`config.mk`:
```
export PLATFORM = sky130hd
export DESIGN_NAME = fuse_prog_seq
export DESIGN_NICKNAME = d
export VERILOG_FILES = /design/src/rtl/fps_pkg.sv /design/src/rtl/fps_check.sv /design/src/rtl/fps_merge.sv /design/src/rtl/fps_timer.sv /design/src/rtl/fuse_prog_seq.sv
export SDC_FILE = /design/constraint.sdc
export NUM_CORES = 1
export LEC_CHECK = 0
export BUFFER_PORTS_ARGS = -buffer_cell sky130_fd_sc_hd__buf_2
export CAP_MARGIN = 15
export CORE_MARGIN = 5
export CORE_UTILIZATION = 45
export DETAILED_ROUTE_END_ITERATION = 12
export PLACE_DENSITY_LB_ADDON = 0.3
export SETUP_SLACK_MARGIN = 0.3
export SLEW_MARGIN = 10
export SYNTH_ARGS = -nofsm -noshare
export SYNTH_HDL_FRONTEND = slang
export SYNTH_HIERARCHICAL = 1
export SYNTH_SLANG_ARGS = --single-unit
export TNS_END_PERCENT = 10
```
`constraint.sdc`:
```
create_clock -name clk -period 2.48 [get_ports clk]
set_input_delay 0.248 -clock clk [delete_from_list [all_inputs] [get_ports clk]]
set_output_delay 0.248 -clock clk [all_outputs]
set_load 0.05 [all_outputs]
```
`src/rtl/fps_pkg.sv`:
```
package fps_pkg;
  localparam int WORD_W  = 32;
  localparam int DATA_W  = 64;
  localparam int ECC_LSB = 57;

  typedef enum logic [1:0] {
    ST_OK    = 2'd0,
    ST_PERM  = 2'd1,
    ST_NODEV = 2'd2,
    ST_INVAL = 2'd3
  } fps_status_e;

  typedef enum logic [1:0] {
    WSEL_LO   = 2'd0,
    WSEL_HI   = 2'd1,
    WSEL_LOCK = 2'd2
  } fps_wsel_e;
endpackage

```
`src/rtl/fps_check.sv`:
```
// Request screening: line range, then lock flag and ECC bits, then zero-data skip.
module fps_check
  import fps_pkg::*;
#(
  parameter int LINE_W    = 8,
  parameter int NUM_LINES = 64
) (
  input  logic              is_write,
  input  logic [LINE_W-1:0] line,
  input  logic [DATA_W-1:0] data,
  input  logic [WORD_W-1:0] mask_lo,
  input  logic [WORD_W-1:0] mask_hi,
  input  logic              lock,
  output logic              reject,
  output fps_status_e       code,
  output logic              skip
);
  localparam logic [LINE_W:0] LINE_LIM = (LINE_W+1)'(NUM_LINES);

  always_comb begin
    reject = 1'b0;
    code   = ST_OK;
    skip   = 1'b0;
    if ({1'b0, line} >= LINE_LIM) begin
      reject = 1'b1;
      code   = ST_NODEV;
    end else if (is_write) begin
      if (!lock || (|data[DATA_W-1:ECC_LSB])) begin
        reject = 1'b1;
        code   = ST_INVAL;
      end else if ((data == '0) && ((|mask_lo) || (|mask_hi))) begin
        skip = 1'b1;
      end
    end
  end
endmodule

```
`src/rtl/fps_merge.sv`:
```
// OR-only merge of masked new bits into the stored line.
module fps_merge
  import fps_pkg::*;
(
  input  logic [WORD_W-1:0] old_lo,
  input  logic [WORD_W-1:0] old_hi,
  input  logic              old_lock,
  input  logic [DATA_W-1:0] new_data,
  input  logic [WORD_W-1:0] mask_lo,
  input  logic [WORD_W-1:0] mask_hi,
  input  logic              new_lock,
  output logic [WORD_W-1:0] mg_lo,
  output logic [WORD_W-1:0] mg_hi,
  output logic              mg_lock
);
  assign mg_lo   = old_lo | (new_data[WORD_W-1:0] & mask_lo);
  assign mg_hi   = old_hi | (new_data[DATA_W-1:WORD_W] & mask_hi);
  assign mg_lock = old_lock | new_lock;
endmodule

```
`src/rtl/fps_timer.sv`:
```
// Down counter; expired while the count is zero.
module fps_timer #(
  parameter int CNT_W = 8
) (
  input  logic             clk,
  input  logic             rst,
  input  logic             load,
  input  logic [CNT_W-1:0] load_val,
  output logic             expired
);
  logic [CNT_W-1:0] cnt;

  always_ff @(posedge clk) begin
    if (rst) begin
      cnt <= '0;
    end else if (load) begin
      cnt <= load_val;
    end else if (cnt != '0) begin
      cnt <= cnt - 1'b1;
    end
  end

  assign expired = (cnt == '0);
endmodule

```
`src/rtl/fuse_prog_seq.sv`:
```
module fuse_prog_seq
  import fps_pkg::*;
#(
  parameter int NUM_LINES  = 64,
  parameter int LINE_W     = 8,
  parameter int CYC_PER_MS = 50000,
  parameter int SHORT_MS   = 1,
  parameter int LONG_MS    = 5,
  parameter int ADDR_W     = $clog2(NUM_LINES)
) (
  input  logic              clk,
  input  logic              rst,
  input  logic              req_valid,
  output logic              req_ready,
  input  logic              req_write,
  input  logic [LINE_W-1:0] req_line,
  input  logic [63:0]       req_data,
  input  logic [31:0]       req_mask_lo,
  input  logic [31:0]       req_mask_hi,
  input  logic              req_lock,
  output logic              done,
  output logic [1:0]        status,
  output logic [31:0]       rd_lo,
  output logic [31:0]       rd_hi,
  output logic              rd_lock,
  output logic              prog_en,
  output logic [ADDR_W-1:0] fa_addr,
  output logic              fa_rd,
  input  logic [64:0]       fa_rdata,
  output logic              fa_wr,
  output logic [1:0]        fa_wsel,
  output logic [31:0]       fa_wdata
);
  localparam int SHORT_CYC = SHORT_MS * CYC_PER_MS;
  localparam int LONG_CYC  = LONG_MS * CYC_PER_MS;
  localparam int CNT_W     = $clog2(LONG_CYC + 1);
  localparam logic [CNT_W-1:0] SHORT_LD = CNT_W'(SHORT_CYC - 2);
  localparam logic [CNT_W-1:0] LONG_LD  = CNT_W'(LONG_CYC - 2);

  typedef enum logic [2:0] {
    S_IDLE, S_DECIDE, S_RD_WAIT, S_RD_CAP, S_WRITE, S_WAIT, S_FIN
  } state_e;

  state_e              state;
  fps_status_e         status_q;
  logic                wr_q, lock_q;
  logic [LINE_W-1:0]   line_q;
  logic [DATA_W-1:0]   data_q;
  logic [WORD_W-1:0]   mlo_q, mhi_q;
  logic [WORD_W-1:0]   mg_lo_q, mg_hi_q;
  logic                mg_lock_q;
  logic [1:0]          wr_idx;

  logic                chk_reject, chk_skip;
  fps_status_e         chk_code;
  logic [WORD_W-1:0]   mg_lo, mg_hi;
  logic                mg_lock;
  logic                tmr_load, tmr_expired;
  logic [CNT_W-1:0]    tmr_val;

  fps_check #(.LINE_W(LINE_W), .NUM_LINES(NUM_LINES)) u_check (
    .is_write (wr_q),
    .line     (line_q),
    .data     (data_q),
    .mask_lo  (mlo_q),
    .mask_hi  (mhi_q),
    .lock     (lock_q),
    .reject   (chk_reject),
    .code     (chk_code),
    .skip     (chk_skip)
  );

  fps_merge u_merge (
    .old_lo   (fa_rdata[31:0]),
    .old_hi   (fa_rdata[63:32]),
    .old_lock (fa_rdata[64]),
    .new_data (data_q),
    .mask_lo  (mlo_q),
    .mask_hi  (mhi_q),
    .new_lock (lock_q),
    .mg_lo    (mg_lo),
    .mg_hi    (mg_hi),
    .mg_lock  (mg_lock)
  );

  assign tmr_load = (state == S_WRITE);
  assign tmr_val  = (wr_idx == 2'(WSEL_LOCK)) ? LONG_LD : SHORT_LD;

  fps_timer #(.CNT_W(CNT_W)) u_timer (
    .clk      (clk),
    .rst      (rst),
    .load     (tmr_load),
    .load_val (tmr_val),
    .expired  (tmr_expired)
  );

  assign req_ready = (state == S_IDLE);
  assign status    = status_q;
  assign fa_addr   = line_q[ADDR_W-1:0];

  always_ff @(posedge clk) begin
    if (rst) begin
      state     <= S_IDLE;
      status_q  <= ST_OK;
      done      <= 1'b0;
      prog_en   <= 1'b0;
      fa_rd     <= 1'b0;
      fa_wr     <= 1'b0;
      fa_wsel   <= 2'd0;
      fa_wdata  <= '0;
      rd_lo     <= '0;
      rd_hi     <= '0;
      rd_lock   <= 1'b0;
      wr_q      <= 1'b0;
      lock_q    <= 1'b0;
      line_q    <= '0;
      data_q    <= '0;
      mlo_q     <= '0;
      mhi_q     <= '0;
      mg_lo_q   <= '0;
      mg_hi_q   <= '0;
      mg_lock_q <= 1'b0;
      wr_idx    <= 2'd0;
    end else begin
      done  <= 1'b0;
      fa_rd <= 1'b0;
      fa_wr <= 1'b0;
      case (state)
        S_IDLE: begin
          if (req_valid) begin
            wr_q   <= req_write;
            line_q <= req_line;
            data_q <= req_data;
            mlo_q  <= req_mask_lo;
            mhi_q  <= req_mask_hi;
            lock_q <= req_lock;
            state  <= S_DECIDE;
          end
        end
        S_DECIDE: begin
          status_q <= ST_OK;
          if (chk_reject) begin
            status_q <= chk_code;
            state    <= S_FIN;
          end else if (!wr_q) begin
            fa_rd <= 1'b1;
            state <= S_RD_WAIT;
          end else if (chk_skip) begin
            state <= S_FIN;
          end else begin
            prog_en <= 1'b1;
            fa_rd   <= 1'b1;
            state   <= S_RD_WAIT;
          end
        end
        S_RD_WAIT: state <= S_RD_CAP;
        S_RD_CAP: begin
          if (!wr_q) begin
            rd_lo   <= fa_rdata[31:0];
            rd_hi   <= fa_rdata[63:32];
            rd_lock <= fa_rdata[64];
            state   <= S_FIN;
          end else if (fa_rdata[64]) begin
            status_q <= ST_PERM;
            state    <= S_FIN;
          end else begin
            mg_lo_q   <= mg_lo;
            mg_hi_q   <= mg_hi;
            mg_lock_q <= mg_lock;
            wr_idx    <= 2'(WSEL_LO);
            state     <= S_WRITE;
          end
        end
        S_WRITE: begin
          fa_wr   <= 1'b1;
          fa_wsel <= wr_idx;
          case (wr_idx)
            2'(WSEL_LO): fa_wdata <= mg_lo_q;
            2'(WSEL_HI): fa_wdata <= mg_hi_q;
            default:     fa_wdata <= {{(WORD_W-1){1'b0}}, mg_lock_q};
          endcase
          state <= S_WAIT;
        end
        S_WAIT: begin
          if (tmr_expired) begin
            if (wr_idx == 2'(WSEL_LOCK)) begin
              state <= S_FIN;
            end else begin
              wr_idx <= wr_idx + 2'd1;
              state  <= S_WRITE;
            end
          end
        end
        S_FIN: begin
          done    <= 1'b1;
          prog_en <= 1'b0;
          state   <= S_IDLE;
        end
        default: state <= S_IDLE;
      endcase
    end
  end
endmodule

```
# Word-level counts from Yosys, hierarchy flattened

Index checks and enable logic that the tools add are counted.

Bits of input ports: 206
Bits in registers: 331
Output and inout bits: 112

Multiplexer cells: 40
Bitwise operators: 8
$add $sub $neg: 2
Reductions and logical operators: 24
Equality and inequality tests: 17
Magnitude comparators: 1

Operators by type and width:

| kind                                                 | count |
|---|---|
| bitwise AND 32 bit                                   | 2 |
| logical NOT 64 bit                                   | 1 |
| OR 32 bit                                            | 2 |
| case mux 32 bit (2 select lines)                     | 1 |
| OR reduction 32 bit                                  | 2 |
| two-way mux 18 bit                                   | 3 |
| two-way mux 2 bit                                    | 13 |
| logical NOT 18 bit                                   | 1 |
| != test 2 bit (second input constant)                | 9 |
| case mux 3 bit (6 select lines)                      | 1 |
| nonzero test 18 bit                                  | 1 |
| subtractor 18 x 1 -> 18 bit (second input constant)  | 1 |
| two-way mux 3 bit                                    | 5 |
| two-way mux 1 bit                                    | 14 |
| equality test 3 bit (second input constant)          | 3 |
| >= comparator 8 x 7 -> 1 bit (second input constant) | 1 |
| case mux 2 bit (2 select lines)                      | 2 |
| nonzero test 2 bit                                   | 4 |
| OR reduction 7 bit                                   | 1 |
| equality test 3 x 2 -> 1 bit (second input constant) | 2 |
| AND reduction 2 bit                                  | 3 |
| AND reduction 3 bit                                  | 2 |
| AND reduction 5 bit                                  | 1 |
| AND reduction 4 bit                                  | 1 |
| 13 further kinds                                     | 16 |

# Longest topological paths before layout

Gate-level depths: netlist of run 1.

Depth in word-level cells: 11
Gate-level depth with buffers: 9
Depth with buffers taken out: 9

# Modules after synthesis

Netlist of run 1, hierarchy kept.

Modules (own cells, without submodules):

| module        | times used | area an instance (sq um) | cells each | seq. area each (sq um) |
|---|---|---|---|---|
| fuse_prog_seq | 1          | 11,558.6                 | 1,414      | 6,266.0 |
| fps_timer     | 1          | 1,023.5                  | 114        | 360.3 |
| fps_merge     | 1          | 486.7                    | 65         | 0.0 |
| fps_check     | 1          | 349.1                    | 50         | 0.0 |

# Least setup slack after synthesis of run 1

No wires, ideal clock.

Path type: reg2reg
Start point: register u_timer.cnt[2]
End point: register wr_idx[0]
Clock period less this slack: 2,235 ps
Data required time: 2,359 ps
Cell stages (with the launch flop): 9
Path buffers: 1
Arrival: 2,114 ps
Setup slack: 245 ps
Path through: dfxtp_1 or4_1 buf_6 nor4_4 nand2_2 inv_1 nor4bb_1 and2_1 o31ai_1

Longest elaborated chain between the ends: 3

RTL lines:

| item                          | line                 | RTL |
|---|---|---|
| start: declaration            | fps_timer.sv:11      | `logic [CNT_W-1:0] cnt;` |
| start signal: assignment      | fps_timer.sv:17      | `cnt <= load_val;` |
| start signal: assignment      | fps_timer.sv:19      | `cnt <= cnt - 1'b1;` |
| logical NOT 18 bit            | fps_timer.sv:23      | `assign expired = (cnt == '0);` |
| via tmr_expired               | fuse_prog_seq.sv:58  | `logic tmr_load, tmr_expired;` |
| != test 2 bit (no line)       | n/a                  |  |
| AND reduction 5 bit (no line) | n/a                  |  |
| end signal: assignment        | fuse_prog_seq.sv:170 | `wr_idx <= 2'(WSEL_LO);` |
| end signal: assignment        | fuse_prog_seq.sv:189 | `wr_idx <= wr_idx + 2'd1;` |
| end: declaration              | fuse_prog_seq.sv:52  | `logic [1:0] wr_idx;` |

The timed path passes the listed nets, and every way through them passes these cells.
A chain may end at the register's enable or synchronous reset.

# Worst setup path in the final report of run 1

Start point: register data_q[23]
End point: register prog_en

Longest elaborated chain between the ends: 8

RTL lines:

| item                          | line                 | RTL |
|---|---|---|
| start: declaration            | fuse_prog_seq.sv:48  | `logic [DATA_W-1:0] data_q;` |
| start signal: assignment      | fuse_prog_seq.sv:133 | `data_q <= req_data;` |
| logical NOT 64 bit            | fps_check.sv:31      | `end else if ((data == '0) && ((\|mask_lo) \|\| (\|mask_hi))) begin` |
| logical AND 1 bit             | fps_check.sv:31      |  |
| two-way mux 1 bit             | fps_check.sv:31      |  |
| two-way mux 1 bit             | fps_check.sv:28      | `if (!lock \|\| (\|data[DATA_W-1:ECC_LSB])) begin` |
| two-way mux 1 bit             | fps_check.sv:27      | `end else if (is_write) begin` |
| two-way mux 1 bit             | fps_check.sv:24      | `if ({1'b0, line} >= LINE_LIM) begin` |
| via chk_skip                  | fuse_prog_seq.sv:54  | `logic chk_reject, chk_skip;` |
| != test 2 bit (no line)       | n/a                  |  |
| AND reduction 4 bit (no line) | n/a                  |  |
| end signal: assignment        | fuse_prog_seq.sv:106 | `prog_en <= 1'b0;` |
| end signal: assignment        | fuse_prog_seq.sv:151 | `prog_en <= 1'b1;` |
| end signal: assignment        | fuse_prog_seq.sv:196 | `prog_en <= 1'b0;` |
| end: declaration              | fuse_prog_seq.sv:26  | `output logic prog_en,` |

The timed path passes the listed nets, and every way through them passes these cells.

==> metrics.md, run 1 <==
| Metric | Value |
|---|---|
| Sequential share of the synthesized area | `49.4%` |
| CTS Buffer Depth | `3` |
| Die span in x | `183 um` |
| Clock root cell | `clkbuf_16` |
| Syn Inst Count | `1,643` |
| HP Start | `fa_rdata[13]` |
| Row count | `63` |
| Area grow syn2layout | `34.9%` |
| Leading area contributor after synthesis | `dfxtp_1` |
| Vias in the first global route | `13,500` |
| CP startpoint kind | `register` |
| Avg Cell Area, Syn | `8.17 um^2` |
| CP endpoint kind | `register` |
| Clock tree sinks | `around 330` |
| Worst R2R Start | `data_q[23]` |
| P_int | `roughly 10 mW` |
| Crit Path Max Fanout | `3` |
| Number of enable flip-flop cells after synthesis | `0` |
| Crit path kind | `reg2reg` |
| Area share of the largest cell type after synthesis | `49.4%` |
| Wirelength, routed | `46,800 um` |
| Die height | `183 um` |
| Warnings, synthesis | `6` |
| Critical Path Source | `data_q[23]` |
| Synth area leaders | `dfxtp_1 (49%), nand2_1 (12%), a21oi_1 (10%)` |
| CTS Buf Count | `37` |
| WL per Instance | `around 19 um` |
| Post-route cell area | `roughly 18,000 um^2` |
| FF+latch count, synth | `331` |
| DR iter-0 viols | `1,037` |
| Die ar. | `33,400 um^2` |
| Largest net degree at the start of global routing | `~110` |
| Status | `completed` |
| Clk_lat worst skew | `520 ps` |
| Final Hold Fails | `0` |
| Top FF cell, synth | `dfxtp_1` |
| Non-Filler Instances | `2,475` |
| Max-slew violations | `0` |
| Core area | `between 20,000 and 30,000 um^2` |
| Sequential Power Share | `40.7%` |
| Pre-antenna DRT Iters | `6` |
| Setup TNS | `0 ps` |
| Leak | `between 7 and 8 nW` |
| Worst-path clk slew | `60 ps` |
| Antenna viol nets, final | `0` |
| RSZ-0062 raised after global routing | `yes` |
| Layout cell share with drive strength beyond 1 | `22.3%` |
| TritonCTS clock tree | `built` |
| GR Util All Layers | `26.9%` |
| Switch share | `around 31%` |
| Netlist cell types | `56` |
| First-pass GRT wire length | `72,800 um` |
| Sw Pwr | `4.65 mW` |
| Post-DP HPWL | `around 31,000 um` |
| Routed via count | `13,600` |
| Total congestion overflow | `0` |
| CTS H-tree depth | `2` |
| Clock Power Share | `37.3%` |
| Final #Nets | `approximately 2,300` |
| Filler Cell Count | `between 2,000 and 3,000` |
| Clock skew | `19.8 ps` |
| Peak supply drop | `0.507 mV` |
| CP arrival | `roughly 2600 ps` |
| Comb power frac | `roughly 22%` |
| Worst-Margin Slew | `647 ps` |
| Period Utilization, post-route | `just under 90%` |
| Cell Area, Placed | `~15,000 um^2` |
| Asr flop ratio synth | `0%` |
| Max_cap viols | `0` |
| Synthesized area | `13,400 um^2` |
| Minimum period implied by the final worst setup slack | `2190 ps` |
| Remaining DRCs | `0` |
| Slew HR | `56.8%` |
| IO Count | `318` |
| Hold Crit Class | `in2reg` |
| Initial antenna violation count | `2` |
| Pwr dens | `about 830 nW/um^2` |
| Fmax | `roughly 460 MHz` |
| Quantity of I/O buffers inserted on ports | `~320` |
| Via/cell ratio | `5.51` |
| Final setup fails | `0` |
| GPL Wtd Cong | `about 0.86` |
| Initial Utilization | `~45%` |
| CP Data Required Time | `2860 ps` |
| Total placed cells including tap cells | `approximately 2,300` |
[cell usage after synthesis (3+ instances only)]
| library cell | number |
|---|---|
| nand3_1 | 69 |
| o31ai_1 | 3 |
| a211oi_1 | 34 |
| ha_1 | 4 |
| buf_2 | 26 |
| a21oi_1 | 275 |
| xnor2_1 | 9 |
| nor3b_1 | 5 |
| o21ai_2 | 10 |
| xor2_1 | 6 |
| nor4_1 | 26 |
| nand3b_1 | 4 |
| nor2b_1 | 4 |
| nand4_1 | 9 |
| a21o_1 | 64 |
| nand2b_1 | 5 |
| buf_1 | 8 |
| nor3_1 | 6 |
| nor4_2 | 5 |
| clkbuf_1 | 70 |
| nor4_4 | 3 |
| a22oi_1 | 34 |
| dfxtp_1 | 331 |
| or4_1 | 4 |
| o21ai_0 | 66 |
| a211o_1 | 3 |
| nor2_1 | 53 |
| buf_6 | 16 |
| mux2i_1 | 3 |
| nand2_1 | 426 |
| buf_4 | 20 |
| inv_1 | 9 |
| nor4b_2 | 3 |
[per-layer routing]
metal	wire length [um]	global-route usage [%]	vias up
met3	2910	4.84	150
met2	22500	45.0	525
met4	2550	13.3	0
met5	0	0	-
met1	18900	33.4	6506
li1	-	-	6463
[cell usage in the layout, fill, tap and decap left out, types with 17 or more instances in the layout]
| cell type | instances |
|---|---|
| nand2_1 | 426 |
| dfxtp_1 | 328 |
| buf_2 | 316 |
| a21oi_1 | 275 |
| dlygate4sd3_1 | 153 |
| nand3_1 | 69 |
| o21ai_0 | 66 |
| a21o_1 | 64 |
| nor2_1 | 53 |
| clkbuf_16 | 39 |
| a22oi_1 | 34 |
| a211oi_1 | 34 |
| buf_4 | 24 |
| nor4_1 | 17 |
[worst paths after layout]
kind                    end  slack, ps  cells past startpoint
setup / recovery    prog_en        290                      9
hold / removal    rd_lo[13]          3                      3
setup reg to reg    prog_en        290                      9
hold reg to reg   rd_lo[26]        450                      2
[state kept, by name, summed over array words and instances (netlist names), 2 cells and up]
register	cells
mg_lo_q	32
mlo_q	32
line_q	8
mg_hi_q	32
rd_hi	32
state	3
data_q	64
status	2
u_timer/cnt	18
wr_idx	2
rd_lo	32
fa_wsel	2
mhi_q	32
fa_wdata	32
[worst max-delay path: stages (launching register included)]
cell,delay (ps)
dfxtp_2,330
nor4_2,270
buf_4,170
nand4_1,160
or4_1,530
nor3_2,170
buf_4,170
inv_2,40
a41oi_2,120
o31ai_1,80
[through the flow]
| stage | utilization (%) | total power, mW | hold WS [ps] | worst slack [ps] |
|---|---|---|---|---|
| after global placement | 51.4 | 9.21 | 440 | 144 |
| final | 61.2 | 15.1 | 3.06 | 293 |
| after global routing | 61.2 | 15.7 | 1.03 | 214 |
| after CTS | 61.1 | 15.1 | 0.764 | 249 |
| after detailed placement | 51.4 | 9.27 | 445 | 155 |
| after floorplan | - | 8.41 | 320 | 323 |
[kinds of logic after synthesis]
family / after synthesis / share of synthesized area [%]
buffers and inverters: 149 / 5.87
multiplexers: 3 / 0.224
flip-flops: 331 / 49.4
AND/OR/NAND/NOR: 638 / 21.3
adder cells (fa/ha/maj): 4 / 0.373
AO/OA/AOI/OAI: 501 / 21.8
XOR/XNOR: 15 / 0.979
other: 2 / 0.0560
[power by group through the flow]
stage	clock [mW]	sequential (mW)	combinational (mW)
4_1_cts	5.72	6.13	3.28
3_3_place_gp	0	6.21	3.00
6_report	5.64	6.15	3.32
2_1_floorplan	0	6.42	1.99
5_1_grt	5.95	6.19	3.58
3_5_place_dp	0	6.23	3.04
[timing repair]
action | in CTS | in global routing
hold endpoints to repair | 153 | 0
endpoints found under the setup margin | 13 | 17
resized for setup | 14 | 7
setup buffers | 1 | 0
hold buffers | 153 | 0
pin swaps | 8 | 6
[final cells by class]
type	count	area (um^2)	share of cell area, %
flip-flops and latches	331	6630	36.6
clock inverters	13	154	0.850
multi-input cells	1172	6190	34.2
clock buffers	54	1110	6.14
inverters	9	33.8	0.187
repair buffers	503	3490	19.3
diodes	3	7.51	0.0415
well taps	390	488	2.70
Power figures use the tool's default switching activity.
==> run 2: changes to the inputs <==
--- a/config.mk
+++ b/config.mk
@@ -15,6 +15,5 @@
 export SLEW_MARGIN = 10
 export SYNTH_ARGS = -nofsm -noshare
 export SYNTH_HDL_FRONTEND = slang
-export SYNTH_HIERARCHICAL = 1
 export SYNTH_SLANG_ARGS = --single-unit
 export TNS_END_PERCENT = 10
==> run 2 against run 1 <==
Compared with the run above:
- sequential share of layout area is 0.88 points higher
- largest cell class unchanged
- clock power down 0.7%
- maximum frequency decreased by 4.0%
- design area down 2.4%
- combinational power rose by 3%
- clock skew is 6.1 ps lower
- cell count fell by 2.4%
==> metrics.md, run 2 <==
| Metric | Value |
|---|---|
| CP endpoint kind | `register` |
| Largest register FFs | `64` |
| Asr flop ratio synth | `0%` |
| Crit Path Max Fanout | `3` |
| CTS H-tree depth | `2` |
| Crit path kind | `reg2reg` |
| Post-synthesis net count | `1,765` |
| Largest net degree at the start of global routing | `119` |
| Syn Inst Count | `1,555` |
| DR iter-0 viols | `approximately 1,100` |
| Max_cap viols | `0` |
| WL per Instance | `18.9 um` |
| Slew HR | `around 45%` |
| Leak | `about 7 nW` |
| Period Utilization, post-route | `approximately 92%` |
| Synth Area in Adders | `0.399%` |
| CP arrival | `2680 ps` |
| Pre-antenna DRT Iters | `6` |
| Antenna viol nets, final | `0` |
| CP Data Required Time | `2880 ps` |
| Die height | `177 um` |
| CTS Buffer Depth | `3` |
| Clock skew | `13.7 ps` |
| Warnings, synthesis | `0` |
| Quantity of I/O buffers inserted on ports | `around 320` |
| Final setup fails | `0` |
| Layout cell share with drive strength beyond 1 | `a little over a fifth` |
| Clk_lat worst skew | `520 ps` |
| Netlist cell types | `47` |
| Setup TNS | `0 ps` |
| Top reg by flops | `data_q` |
| Total congestion overflow | `0` |
| Most common cell after layout, fill and taps aside | `nand2_1` |
| Minimum period implied by the final worst setup slack | `2280 ps` |
| Max-slew violations | `0` |
| XOR/XNOR Fraction of Synth Area | `1.12%` |
| Number of enable flip-flop cells after synthesis | `0` |
| Post-Synth Simple-Gate Area | `22.4%` |
| Multi-input logic area | `5440 um^2` |
| First-pass GRT wire length | `69,000 um` |
| Vias in the first global route | `13,100` |
| Final core occ | `64.0%` |
| Worst-Margin Slew | `825 ps` |
| Remaining DRCs | `0` |
| Wirelength, routed | `about 46,000 um` |
| Row count | `61` |
| CP startpoint kind | `register` |
| Fmax | `439 MHz` |
| Area share of the largest cell type after synthesis | `52.9%` |
| Core area | `27,600 um^2` |
| Sequential share of the synthesized area | `52.9%` |
| Commonest cells post-synth | `nand2_1 (419), dfxtp_1 (331), a21oi_1 (281)` |
| Routed via count | `13,300` |
| Top-count cell post-synth | `nand2_1` |
| CTS Buf Count | `37` |
| Filler Cell Count | `2,346` |
| GPL Wtd Cong | `0.843` |
| Most frequent cells in the layout | `nand2_1 (418), dfxtp_1 (330), buf_2 (316)` |
| Largest family of logic cells by synthesized area | `simple AND/OR/NAND/NOR gates` |
| Synth area leaders | `dfxtp_1 (53%), nand2_1 (13%), a21oi_1 (11%)` |
| Final #Nets | `~2,200` |
| Register area | `6630 um^2` |
| Clock tree sinks | `331` |
| TritonCTS clock tree | `built` |
| IO Count | `318` |
| Leading area contributor after synthesis | `dfxtp_1` |
| GR Util All Layers | `27.7%` |
| RSZ-0062 raised after global routing | `yes` |
| Die ar. | `31,300 um^2` |
| Mux cell area share after synthesis | `0.240%` |
| Initial antenna violation count | `3` |
| Hold Crit Class | `in2reg` |
| Die span in x | `177 um` |
| Clock root cell | `clkbuf_16` |
| Status | `completed` |
| Post-DP HPWL | `29,300 um` |
| Synthesized area | `approximately 13,000 um^2` |
| Initial Utilization | `45.3%` |
| Top FF cell, synth | `dfxtp_1` |
| Compound-gate portion of the synthesized area | `between 10% and 20%` |
| Final Hold Fails | `0` |
| Peak supply drop | `0.518 mV` |
| Area grow syn2layout | `41.0%` |
| FF+latch count, synth | `331` |
| Worst-path clk slew | `60 ps` |
| Via/cell ratio | `approximately 5.5` |
| Pwr dens | `859 nW/um^2` |
| Avg Cell Area, Syn | `8.06 um^2` |
run 2: timing repair:
action | CTS | global route
hold buffers | 190 | 0
pin swaps | 1 | 0
endpoints found under the hold margin | 189 | 0
cloned | 1 | 1
endpoints found under the setup margin | 18 | 111
setup buffers | 1 | 0
resized for setup | 4 | 4
run 2: worst max-delay path: stages (launching register included):
cell	delay [ps]
dfxtp_1	390
nor4_2	480
nand4_1	230
or4_1	530
or3_1	360
and3_1	190
run 2: report_power, final:
group          total [mW]  leakage [nW]  internal [mW]  switching (mW)
Sequential           6.17          2.69           5.76           0.411
Combinational        3.41          3.78           1.37            2.04
Clock                5.60         0.625           3.43            2.17
Total                15.2          7.10           10.6            4.63
run 2: worst paths after layout:
| check | from | end | slack (ps) | depth (start not counted) |
|---|---|---|---|---|
| min | fa_rdata[44] | rd_hi[12] | 8 | 3 |
| min reg2reg | line_q[0] | line_q[0] | 450 | 2 |
| max reg2reg | data_q[56] | fa_rd | 200 | 5 |
| max | data_q[56] | fa_rd | 200 | 5 |
run 2: cell families (layout without fill, tap and decap cells):
group / Yosys count / count (layout)
fa+ha+maj: 4 / 4
compound gates: 403 / 403
simple gates: 667 / 668
mux: 3 / 3
buf+inv: 131 / 608
flops: 331 / 331
other cells: 0 / 4
xor+xnor: 16 / 16
run 2: per-layer routing:
layer,up-vias,global-route usage [%],part of all wire (%)
li1,6233,-,-
met4,0,14.2,5.4
met1,6232,32.9,38
met5,-,0,0
met2,651,47.6,49
met3,183,5.70,7.3
run 2: area by class of cell:
class	instances	area share [%]
clock buffers	54	6.29
flip-flops and latches	331	37.5
diodes	4	0.0566
repair buffers	537	21.8
well taps	378	2.68
multi-input cells	1094	30.8
inverters	5	0.106
clock inverters	12	0.807
run 2: metrics by stage:
stage | cell area [um^2] | std cells | power (mW) | worst slack, ps | hold WS [ps]
after floorplan | 12500 | 1555 | 8.38 | 266 | 384
after global placement | 14400 | 2152 | 9.20 | 51.2 | 439
after detailed placement | 14400 | 2152 | 9.26 | 49.0 | 443
after CTS | 17600 | 2410 | 15.2 | 232 | 0.388
after global routing | 17700 | 2414 | 15.8 | 154 | 9.09
final | 17700 | 2415 | 15.2 | 203 | 8.39
